`src/rtl/dfmem_pkg.sv`:
```
package dfmem_pkg;

    typedef enum logic [1:0] {
        FK_OPEN       = 2'd0,
        FK_DATA_TAKEN = 2'd1,
        FK_DONE_TAKEN = 2'd2
    } fork_state_e;

    typedef enum logic {
        ST_EMPTY   = 1'b0,
        ST_PENDING = 1'b1
    } store_state_e;

endpackage

```
`src/rtl/dfmem_load_fork.sv`:
```
module dfmem_load_fork
    import dfmem_pkg::*;
(
    input  logic clk,
    input  logic rst,
    input  logic addr_valid,
    output logic addr_ready,
    output logic data_valid,
    input  logic data_ready,
    output logic done_valid,
    input  logic done_ready
);

    fork_state_e state_q, state_d;
    logic data_taken, done_taken;

    always_ff @(posedge clk) begin
        if (rst) state_q <= FK_OPEN;
        else     state_q <= state_d;
    end

    always_comb begin
        data_taken = (state_q == FK_DATA_TAKEN);
        done_taken = (state_q == FK_DONE_TAKEN);
        data_valid = addr_valid && !data_taken;
        done_valid = addr_valid && !done_taken;
        addr_ready = addr_valid && (data_taken || data_ready)
                                && (done_taken || done_ready);
    end

    always_comb begin
        state_d = state_q;
        unique case (state_q)
            FK_OPEN: begin
                if (addr_ready)
                    state_d = FK_OPEN;
                else if (data_valid && data_ready)
                    state_d = FK_DATA_TAKEN;
                else if (done_valid && done_ready)
                    state_d = FK_DONE_TAKEN;
            end
            FK_DATA_TAKEN: if (addr_ready) state_d = FK_OPEN;
            FK_DONE_TAKEN: if (addr_ready) state_d = FK_OPEN;
            default:       state_d = FK_OPEN;
        endcase
    end

endmodule

```
`src/rtl/dfmem_store_port.sv`:
```
module dfmem_store_port
    import dfmem_pkg::*;
(
    input  logic clk,
    input  logic rst,
    input  logic addr_valid,
    input  logic data_valid,
    output logic in_ready,
    output logic wr_en,
    output logic done_valid,
    input  logic done_ready
);

    store_state_e state_q, state_d;
    logic can_accept;

    always_ff @(posedge clk) begin
        if (rst) state_q <= ST_EMPTY;
        else     state_q <= state_d;
    end

    always_comb begin
        done_valid = (state_q == ST_PENDING);
        can_accept = !done_valid || done_ready;
        wr_en      = addr_valid && data_valid && can_accept;
        in_ready   = wr_en;
    end

    always_comb begin
        state_d = state_q;
        unique case (state_q)
            ST_EMPTY:   if (wr_en) state_d = ST_PENDING;
            ST_PENDING: if (done_ready) state_d = wr_en ? ST_PENDING : ST_EMPTY;
            default:    state_d = ST_EMPTY;
        endcase
    end

endmodule

```
`src/rtl/dfmem_array.sv`:
```
module dfmem_array #(
    parameter int NL    = 2,
    parameter int NS    = 2,
    parameter int DW    = 8,
    parameter int DEPTH = 16,
    localparam int IW   = (DEPTH > 1) ? $clog2(DEPTH) : 1
) (
    input  logic             clk,
    input  logic [NS-1:0]    wr_en,
    input  logic [NS*IW-1:0] wr_idx,
    input  logic [NS*DW-1:0] wr_data,
    input  logic [NL*IW-1:0] rd_idx,
    output logic [NL*DW-1:0] rd_data
);

    logic [DW-1:0] mem_q [DEPTH];

    // Ascending port order: a later non-blocking write wins on a shared entry.
    always_ff @(posedge clk) begin
        for (int p = 0; p < NS; p++) begin
            if (wr_en[p])
                mem_q[wr_idx[p*IW +: IW]] <= wr_data[p*DW +: DW];
        end
    end

    for (genvar r = 0; r < NL; r++) begin : g_rd
        assign rd_data[r*DW +: DW] = mem_q[rd_idx[r*IW +: IW]];
    end

endmodule

```
`src/rtl/dfmem.sv`:
```
module dfmem #(
    parameter int NL    = 2,
    parameter int NS    = 2,
    parameter int DW    = 8,
    parameter int AW    = 6,
    parameter int DEPTH = 16
) (
    input  logic             clk,
    input  logic             rst,
    input  logic [NL-1:0]    ld_addr_valid_i,
    input  logic [NL*AW-1:0] ld_addr_i,
    output logic [NL-1:0]    ld_addr_ready_o,
    output logic [NL-1:0]    ld_data_valid_o,
    output logic [NL*DW-1:0] ld_data_o,
    input  logic [NL-1:0]    ld_data_ready_i,
    output logic [NL-1:0]    ld_done_valid_o,
    input  logic [NL-1:0]    ld_done_ready_i,
    input  logic [NS-1:0]    st_addr_valid_i,
    input  logic [NS*AW-1:0] st_addr_i,
    output logic [NS-1:0]    st_addr_ready_o,
    input  logic [NS-1:0]    st_data_valid_i,
    input  logic [NS*DW-1:0] st_data_i,
    output logic [NS-1:0]    st_data_ready_o,
    output logic [NS-1:0]    st_done_valid_o,
    input  logic [NS-1:0]    st_done_ready_i
);

    localparam int IW = (DEPTH > 1) ? $clog2(DEPTH) : 1;

    logic [NS-1:0]    wr_en;
    logic [NS-1:0]    st_in_ready;
    logic [NS*IW-1:0] wr_idx;
    logic [NL*IW-1:0] rd_idx;

    for (genvar l = 0; l < NL; l++) begin : g_ld
        assign rd_idx[l*IW +: IW] = IW'(ld_addr_i[l*AW +: AW]);

        dfmem_load_fork u_fork (
            .clk        (clk),
            .rst        (rst),
            .addr_valid (ld_addr_valid_i[l]),
            .addr_ready (ld_addr_ready_o[l]),
            .data_valid (ld_data_valid_o[l]),
            .data_ready (ld_data_ready_i[l]),
            .done_valid (ld_done_valid_o[l]),
            .done_ready (ld_done_ready_i[l])
        );
    end

    for (genvar s = 0; s < NS; s++) begin : g_st
        assign wr_idx[s*IW +: IW] = IW'(st_addr_i[s*AW +: AW]);

        dfmem_store_port u_port (
            .clk        (clk),
            .rst        (rst),
            .addr_valid (st_addr_valid_i[s]),
            .data_valid (st_data_valid_i[s]),
            .in_ready   (st_in_ready[s]),
            .wr_en      (wr_en[s]),
            .done_valid (st_done_valid_o[s]),
            .done_ready (st_done_ready_i[s])
        );
    end

    assign st_addr_ready_o = st_in_ready;
    assign st_data_ready_o = st_in_ready;

    dfmem_array #(
        .NL    (NL),
        .NS    (NS),
        .DW    (DW),
        .DEPTH (DEPTH)
    ) u_array (
        .clk     (clk),
        .wr_en   (wr_en),
        .wr_idx  (wr_idx),
        .wr_data (st_data_i),
        .rd_idx  (rd_idx),
        .rd_data (ld_data_o)
    );

endmodule

```
`config.mk`:
```
export PLATFORM = sky130hd
export DESIGN_NAME = dfmem
export DESIGN_NICKNAME = d
export VERILOG_FILES = /design/src/rtl/dfmem_pkg.sv /design/src/rtl/dfmem_load_fork.sv /design/src/rtl/dfmem_store_port.sv /design/src/rtl/dfmem_array.sv /design/src/rtl/dfmem.sv
export SDC_FILE = /design/constraint.sdc
export NUM_CORES = 1
export LEC_CHECK = 0
export BUFFER_PORTS_ARGS = -buffer_cell sky130_fd_sc_hd__buf_2
export CAP_MARGIN = 15
export CORE_MARGIN = 1
export CORE_UTILIZATION = 45
export CTS_CLUSTER_SIZE = 20
export DETAILED_ROUTE_END_ITERATION = 12
export SLEW_MARGIN = 25
export SYNTH_ARGS = -nofsm -noshare
export SYNTH_HDL_FRONTEND = slang
export SYNTH_SLANG_ARGS = --single-unit
```
`constraint.sdc`:
```
create_clock -name clk -period 2.9 [get_ports clk]
set_input_delay 0.145 -clock clk [delete_from_list [all_inputs] [get_ports clk]]
set_output_delay 0.145 -clock clk [all_outputs]
set_load 0.05 [all_outputs]
```
==> impl_results.md, run 1 <==
- Hold slack: 0.0295 ns
- Reg clk slew, reported paths: 0.06 ns
- Placed cells: between 800 and 900
- Largest stage delay, worst path: 0.75 ns
- Synth Cell Area: 0.00819 sq mm
- HP Class: in2reg
- Die width: 137 um
- Cell count after synthesis: 537
- RSZ-0062 raised after global routing: no
- Clock Power Share: 0.418
- P&R area growth vs syn: 15.0%
- TritonCTS Buffers: 17
- Simple-Gate Fraction of Synth Area: 0.0673
- FP Rows: 48
- Routability congestion estimate: 0.825
- Relative slew slack: 0.310
- Reg power frac: 0.434
- Setup WS post-layout: ~0.66 ns
- Total GRT Usage: 0.260
- Vias in the first global route: 5,701
- Post-synthesis mux area share: 0.352
- Ys flop type: edfxtp_1
- Synth Area in Compound Gates: 0.0512
- Tot Pwr: 5.02 mW
- CP cell instances: nand2b_1 -> nor2b_1 -> or3b_2 -> o21bai_1
- Sw Ratio: 0.248
- IO buf count: between 70 and 80
- Capturing element type of the critical path: register
- P_leak: roughly 3.3 nW
- HPWL Detailed: 15,400 um
- Wire length per cell: 26.9 um
- Avg Inst Size Synth: 15.3 sq um
- Root Buffer: clkbuf_16
- Clk_skew: between 0.009 and 0.01 ns
- Core Footprint: 0.0175 sq mm
- # IOs: 82
- Slew at the pin with the worst max-slew slack: between 1 and 1.5 ns
- Synth warnings: 0
- Max Cap Viol: 0
- FMAX: between 0.4 and 0.5 GHz
- Worst vdd ir: between 0.4 and 0.5 mV
- Die height: 137 um
- Post-synth top area cell: edfxtp_1
- Worst EP arrival: 2.28 ns
- 1st-iter DRT viols: 428
- Cell with the largest stage delay on the worst path: o21bai_1
- Worst EP required: 2.94 ns
- Ranking of synthesized cells by area: edfxtp_1 (47%), mux4_2 (18%), mux2_2 (17%)
- Die ar.: between 0.015 and 0.02 sq mm
- Cts repair resizes: 0
- Pint: 3.78 mW
- Post-synthesis xor/xnor area fraction: 0
- Global-route wire length before repair: 33,800 um
- Tcrit/Tclk final: 0.771
- Hold Vio Cnt, Final: 0
- Routed Antenna Nets: 0
- Filler Cells Inserted: 1,481
- Final wirelength: approximately 23,000 um
- Status: completed
- CTS tree: built
- Layout Nets: 669
- Comb power frac: 0.148
- Kind of critical path: reg2reg
- Critical Path Fanout Max: 8
- Largest net degree at the start of global routing: 33
- Initial Utilization: 0.467
- N_diodes: 0
- Clock buffer depth: 2
- Pwr per Cell Area: 533 mW/mm^2
- Most common cell in the netlist: edfxtp_1
- Place WS: 0.662 ns
- Non-Filler Instances: 847
- Seq cells post-synth: 134
- Initial antenna violation count: 2
- Post-synthesis sequential area ratio: 0.484
- Clock insertion delay at the later pin of the skew report: between 0.4 and 0.5 ns
- Synth Area in Adders: 0.00916
- Share of cells above drive strength 1: 0.551
- Final setup viols: 0
- First-pass DRT Iterations: 4
- Largest family of logic cells by synthesized area: multiplexers
- Post-synth EDFFs: 128
- Syn nets: 597
- GRT overflow: 0
- Final Max Tran Viols: 0
- Top cells by instance count after synthesis: edfxtp_1 (128), mux2_2 (126), mux4_2 (64)
- Minimum clock period: 2.24 ns
- Total vias in the final route: 5,367
- Setup TNS Final: 0 ns
- Clk sink count: 134
- Residual DRC count: 0
- Fraction of registers with async set/reset: 0
- Post-synth cell types: 38
- Sw Pwr: 1.24 mW
- Routed vias/inst: 6.34
- Yosys top cell area share: 0.469
- Worst setup SP type: register
- CTS H-tree lvls: 4
## per-stage QoR
stage / instance area (sq um) / utilization
after floorplan: 8190 / -
after global placement: 8810 / 0.502
after detailed placement: 8810 / 0.502
after CTS: 9420 / 0.537
after global routing: 9430 / 0.537
final: 9430 / 0.537
## sequential cells by signal, summed over array words and instances, names as in the netlist
| name | flops |
|---|---|
| g_ld.u_fork.state_q | 4 |
| g_st.u_port.done_valid | 2 |
| u_array.mem_q | 128 |
## final timing paths
check | startpoint | endpoint | slack [ns] | cells after the start
worst min register to register | g_ld[1].u_fork.state_q[1] | g_ld[1].u_fork.state_q[1] | 0.50 | 2
worst min-delay path | ld_data_ready_i[0] | g_ld[0].u_fork.state_q[0] | 0.03 | 3
worst max-delay path | g_st[0].u_port.done_valid | u_array.mem_q[3][6] | 0.66 | 4
worst max register to register | g_st[0].u_port.done_valid | u_array.mem_q[3][6] | 0.66 | 4
## layout make-up
class | instances | area [sq um] | share of cell area
sequential | 134 | 3960 | 0.421
clock buffer | 18 | 429 | 0.0455
inverter | 6 | 22.5 | 0.00239
tap | 225 | 282 | 0.0299
multi-input combinational | 343 | 3930 | 0.417
timing repair buffer | 107 | 656 | 0.0696
clock inverter | 14 | 140 | 0.0149
## power by group through the flow
stage          registers [mW]  clock network (mW)  logic (mW)
2_1_floorplan            2.21                   0       0.530
3_3_place_gp             2.21                   0       0.716
3_5_place_dp             2.22                   0       0.733
4_1_cts                  2.18                2.12       0.740
5_1_grt                  2.18                2.20       0.787
6_report                 2.18                2.10       0.743
## placed cells by master (no fill, tap or decap), types with 3 or more instances in the layout
master	count
buf_4	28
nand3_1	7
ha_1	6
inv_1	6
clkinv_1	6
a22oi_1	32
clkbuf_16	17
nand2b_1	3
nand2_2	10
buf_2	73
dfxtp_1	6
nor2_1	5
edfxtp_1	128
o21bai_1	4
a31oi_1	4
mux2_2	126
or2_2	3
dlygate4sd3_1	4
o21ai_0	12
mux4_2	64
bufinv_16	3
nand2_1	23
clkinv_2	4
nor2b_1	19
## routing by layer
| layer | global-route usage | vias up | share of wire |
|---|---|---|---|
| met3 | 0.0511 | 43 | 0.069 |
| li1 | - | 2317 | - |
| met4 | 0.101 | 2 | 0.023 |
| met5 | 0 | - | 0.00035 |
| met2 | 0.442 | 256 | 0.51 |
| met1 | 0.326 | 2749 | 0.40 |
## kinds of logic after synthesis
family / after synthesis
adder cells (fa/ha/maj): 6
multiplexers: 192
AO/OA/AOI/OAI: 60
buffers and inverters: 60
AND/OR/NAND/NOR: 85
flip-flops: 134
## worst max-delay path, delay by kind of cell (launching register included)
kind / cells / cell delay [ns]
AO/OA/AOI/OAI: 1 / 0.75
flip-flops: 1 / 0.31
AND/OR/NAND/NOR: 3 / 0.79
## repair_timing
action	4_1_cts	5_1_grt
buffers inserted	0	0
hold buffers	4	0
endpoints found under the hold margin	2	0
Note: power is estimated with default switching activity, not from simulation.
==> run 2, diff against run 1 <==
--- a/config.mk
+++ b/config.mk
@@ -11,6 +11,7 @@
 export CORE_UTILIZATION = 45
 export CTS_CLUSTER_SIZE = 20
 export DETAILED_ROUTE_END_ITERATION = 12
+export PLACE_DENSITY = 0.66
 export SLEW_MARGIN = 25
 export SYNTH_ARGS = -nofsm -noshare
 export SYNTH_HDL_FRONTEND = slang
==> constraint.sdc (replaced) <==
create_clock -name clk -period 1.85 [get_ports clk]
set_input_delay 0.0925 -clock clk [delete_from_list [all_inputs] [get_ports clk]]
set_output_delay 0.0925 -clock clk [all_outputs]
set_load 0.05 [all_outputs]
==> impl_results.md, run 2 (synthesized netlist as in run 1, its figures left out) <==
- Worst setup SP type: register
- Wire length per cell: 26.0 um
- Max FFs per register: roughly 130
- Capture point of the worst path: ld_data_o[0]
- Final wirelength: 22,500 um
- Largest net degree at the start of global routing: 33
- Layout Nets: 686
- Clock buffer depth: 2
- Vias in the first global route: 5,730
- Clock insertion delay at the later pin of the skew report: about 0.42 ns
- Worst EP required: 1.76 ns
- R2r worst-path depth: 5
- Hold Vio Cnt, Final: 0
- Worst EP arrival: 1.88 ns
- Residual DRC count: 0
- Minimum clock period: 1.97 ns
- Routed vias/inst: around 6.3
- RSZ-0062 raised after global routing: yes
- Total GRT Usage: 0.258
- Setup WS post-layout: -0.124 ns
- Max Cap Viol: 0
- Min-delay src: ld_addr_valid_i[0]
- Violated checks: negative setup slack
- Die width: roughly 140 um
- P&R area growth vs syn: 24.4%
- Share of cells above drive strength 1: 0.620
- CTS H-tree lvls: 4
- Worst vdd ir: 0.649 mV
- Global-route wire length before repair: approximately 34,000 um
- Kind of critical path: reg2out
- Tcrit/Tclk final: 1.07
- HPWL Detailed: roughly 15,000 um
- Total vias in the final route: 5,407
- GRT overflow: 0
- HP Class: in2reg
- Clk sink count: 134
- CTS tree: built
- TritonCTS Buffers: 17
- RR Startpoint: g_st[1].u_port.done_valid
- Core Footprint: 0.0175 sq mm
- Filler Cells Inserted: 1,368
- Hold slack: 0.0300 ns
- Reg clk slew, reported paths: around 0.060 ns
- Commonest non-fill, non-tap cell in the layout: edfxtp_1
- Status: finished, violations left
- Initial antenna violation count: 1
- Critical Path Fanout Max: 2
- Setup crit start: u_array.mem_q[11][0]
- Relative slew slack: 0.266
- P_leak: about 3.6 nW
- Fin util: 0.581
- Die height: 137 um
- Die ar.: between 0.015 and 0.02 sq mm
- FMAX: 0.507 GHz
- # IOs: a little over 80
- Clk_skew: 0.00804 ns
- FP Rows: 48
- Reg-to-reg slack, setup: 0.02 ns
- Final setup viols: 13
- DP Area: around 0.0091 sq mm
- Most frequent cells in the layout: edfxtp_1 (128), mux2_2 (125), mux4_2 (64)
- Root Buffer: clkbuf_16
- Routability congestion estimate: approximately 0.82
- Initial Utilization: 0.467
- Pwr per Cell Area: 847 mW/mm^2
- RR Endpoint: u_array.mem_q[7][3]
- Routed Antenna Nets: 0
- 1st-iter DRT viols: approximately 430
- Final Instance Area: between 0.01 and 0.015 sq mm
- IO buf count: 73
- Slew at the pin with the worst max-slew slack: around 1.1 ns
- Final Max Tran Viols: 0
- Capturing element type of the critical path: output pin
- First-pass DRT Iterations: 5
[run 2: cell count changes in the layout (fill, tap and decap cells not counted), moves of 4 or more]
cell and delta:
a22oi_1 -20, a22oi_2 +20, buf_12 +19, buf_2 -16
buf_4 -8, buf_6 +19, clkinv_1 -6, nand2_1 -5
nor2b_1 -4, nor2b_2 +4, o21ai_0 -4, o21ai_1 +4
[run 2: how the worst min path moves through the flow]
| stage | slack, ns | endpoint | cells past startpoint |
|---|---|---|---|
| floorplan | 0.16 | g_st[0].u_port.done_valid | 1 |
| global placement | 0.32 | g_st[0].u_port.done_valid | 2 |
| CTS | 0.006 | g_ld[0].u_fork.state_q[1] | 3 |
| detailed placement | 0.34 | g_st[0].u_port.done_valid | 2 |
| global route | 0.03 | g_ld[0].u_fork.state_q[1] | 3 |
| finish | 0.03 | g_ld[0].u_fork.state_q[1] | 3 |
[run 2: critical path, cell delays in order, from the launching register on]
cell	delay [ns]
edfxtp_1	0.40
mux4_2	0.49
a22oi_2	0.29
nand2_1	0.11
buf_6	0.16
[run 2: per-layer routing]
metal | part of all wire | GRT usage | up-vias | routed length [um]
met5 | 0 | 0 | - | 0
met4 | 0.016 | 0.0861 | 0 | 363
met2 | 0.51 | 0.433 | 187 | 11500
li1 | - | - | 2355 | -
met1 | 0.41 | 0.336 | 2831 | 9300
met3 | 0.059 | 0.0470 | 34 | 1330
[run 2: cell type report]
type / count / area (sq um) / share of cell area
multi-input combinational: 343 / 4090 / 0.401
sequential: 134 / 3970 / 0.389
timing repair buffer: 124 / 1140 / 0.112
clock buffer: 20 / 467 / 0.0458
tap: 225 / 282 / 0.0276
clock inverter: 12 / 223 / 0.0218
inverter: 6 / 22.5 / 0.00221
antenna: 1 / 2.50 / 0.000245
[run 2: report_power, final]
part	internal (mW)	leakage (nW)	switching, mW
clock network	2.63	0.332	1.29
registers	3.39	1.21	0.0283
logic	0.557	2.04	0.742
[run 2: metrics by stage]
| stage | setup WS (ns) | cells | power (mW) | TNS, ns |
|---|---|---|---|---|
| final | -0.124 | 865 | 8.64 | -0.788 |
| after global routing | -0.146 | 864 | 8.84 | -1.61 |
| after CTS | -0.0951 | 862 | 8.64 | -1.03 |
| after detailed placement | 0.0367 | 823 | 4.65 | 0 |
| after global placement | 0.0579 | 823 | 4.61 | 0 |
| after floorplan | -0.116 | 537 | 4.30 | -2.79 |
[run 2: what timing repair did]
action,in CTS,in global routing
pin swaps,22,10
setup endpoints to repair,16,90
endpoints found under the hold margin,5,0
buffers inserted,0,2
gates resized for setup,52,20
hold buffers,7,0
==> run 3, diff against run 2 <==
==> constraint.sdc (replaced) <==
create_clock -name clk -period 1.85 [get_ports clk]
set_input_delay 0.0925 -clock clk [delete_from_list [all_inputs] [get_ports clk]]
set_output_delay 0.0925 -clock clk [all_outputs]
set_load 0.005 [all_outputs]
==> impl_results.md, run 3 (synthesized netlist as in run 1, its figures left out) <==
- Final setup viols: 6
- Kind of critical path: reg2out
- Capture point of the worst path: ld_data_o[9]
- IO buf count: 73
- Relative slew slack: 0.280
- Tcrit/Tclk final: 1.02
- Initial Utilization: 0.467
- Die height: 137 um
- Max FFs per register: 128
- Commonest non-fill, non-tap cell in the layout: edfxtp_1
- Final Instance Area: just under 0.01 sq mm
- Worst EP arrival: 1.80 ns
- Clk sink count: 134
- FP Rows: 48
- Pwr per Cell Area: ~760 mW/mm^2
- Reg power frac: 0.458
- Residual DRC count: 0
- HP Class: in2reg
- Comb power frac: 0.136
- Vias in the first global route: 5,521
- Clock buffer depth: 2
- P&R area growth vs syn: 19.5%
- Capturing element type of the critical path: output pin
- RR Endpoint: u_array.mem_q[14][4]
- Pint: 5.71 mW
- Setup WS post-layout: -0.0410 ns
- Worst EP required: 1.76 ns
- Hold slack: between 0.04 and 0.05 ns
- RSZ-0062 raised after global routing: yes
- Sw Pwr: 1.75 mW
- Hold path depth: 3
- Routed vias/inst: 6.19
- Hold Vio Cnt, Final: 0
- Initial antenna violation count: 1
- CTS H-tree lvls: 4
- Slew at the pin with the worst max-slew slack: 1.08 ns
- Routability congestion estimate: 0.805
- Root Buffer: clkbuf_16
- Total vias in the final route: about 5,300
- Die ar.: 0.0187 sq mm
- Clock insertion delay at the later pin of the skew report: 0.42 ns
- TritonCTS Buffers: 17
- Share of cells above drive strength 1: 0.590
- Reg-to-reg slack, setup: 0.05 ns
- CTS tree: built
- # IOs: 82
- Violated checks: negative setup slack
- Worst vdd ir: 0.705 mV
- RR Startpoint: g_st[1].u_port.done_valid
- Routed Antenna Nets: 0
- R2r worst-path depth: 6
- Minimum clock period: around 1.9 ns
- Core Footprint: 0.0175 sq mm
- Die width: 137 um
- DP Area: about 0.0090 sq mm
- Worst setup SP type: register
- Layout Nets: 679
- P_leak: 3.42 nW
- 1st-iter DRT viols: 353
- HPWL Detailed: 14,600 um
- GRT overflow: 0
- Clk_skew: 0.00619 ns
- Wire length per cell: between 20 and 25 um
- Total GRT Usage: 0.247
- Sw Ratio: 0.235
- Final wirelength: 21,400 um
- Reg clk slew, reported paths: approximately 0.060 ns
- Final Max Tran Viols: 0
- Most frequent cells in the layout: edfxtp_1 (128), mux2_2 (126), buf_2 (73)
- Clock Power Share: 0.406
- Global-route wire length before repair: 32,600 um
- Largest net degree at the start of global routing: 33
- FMAX: 0.529 GHz
- Critical Path Fanout Max: 2
- First-pass DRT Iterations: 4
- Status: finished, violations left
- Setup crit start: u_array.mem_q[3][1]
- Max Cap Viol: 0
run 3: cell count changes in the layout (fill, tap and decap cells not counted), sizes merged:
cell	previous run	this run
buf	117	110
bufinv	6	1
clkbuf	20	25
clkinvlp	2	0
clkinv	4	5
run 3: final cells by class:
cell class / instances / area [sq um]
inverter: 6 / 22.5
clock buffer: 25 / 455
timing repair buffer: 117 / 937
antenna: 1 / 2.50
multi-input combinational: 343 / 4070
tap: 225 / 282
sequential: 134 / 3960
fill: 1447 / 7750
clock inverter: 6 / 53.8
run 3: power groups by stage:
stage,registers [mW],clock network (mW),logic [mW]
4_1_cts,3.41,3.05,1.00
2_1_floorplan,3.47,0,0.631
3_5_place_dp,3.48,0,0.964
3_3_place_gp,3.47,0,0.934
6_report,3.42,3.03,1.01
5_1_grt,3.42,3.15,1.09
run 3: critical path, stage by stage (launching register included):
cell and delay, ns:
edfxtp_1 0.40, mux4_2 0.49, a22oi_2 0.24, nand2_1 0.11
buf_2 0.13
run 3: what timing repair did:
item                                    CTS  global route
gates resized for setup                  13            21
buffers inserted                          0             1
hold endpoints to repair                  5             0
hold buffers                              7             0
pin swaps                                11            13
endpoints found under the setup margin   16            80
run 3: worst min path at each step:
stage / start / end / slack [ns]
floorplan: rst / g_st[0].u_port.done_valid / 0.16
global placement: rst / g_st[0].u_port.done_valid / 0.32
detailed placement: rst / g_st[0].u_port.done_valid / 0.32
CTS: ld_data_ready_i[1] / g_ld[1].u_fork.state_q[0] / 0.02
global route: ld_data_ready_i[1] / g_ld[1].u_fork.state_q[0] / 0.05
finish: ld_data_ready_i[1] / g_ld[1].u_fork.state_q[0] / 0.04
run 3: metal layers:
| layer | share of wire | track usage | vias to the layer above |
|---|---|---|---|
| li1 | - | - | 2329 |
| met1 | 0.41 | 0.311 | 2747 |
| met2 | 0.51 | 0.426 | 199 |
| met3 | 0.054 | 0.0433 | 33 |
| met4 | 0.019 | 0.0922 | 0 |
| met5 | 0 | 0 | - |
run 3: through the flow:
step	power (mW)	setup slack (ns)	cells	util	TNS, ns
6_report	7.46	-0.0410	857	0.558	-0.0983
5_1_grt	7.66	-0.0820	856	0.558	-0.794
4_1_cts	7.46	-0.0752	855	0.553	-0.313
3_5_place_dp	4.44	0.0342	817	0.516	0
3_3_place_gp	4.40	0.0460	817	0.516	0
2_1_floorplan	4.10	-0.116	537	-	-2.79
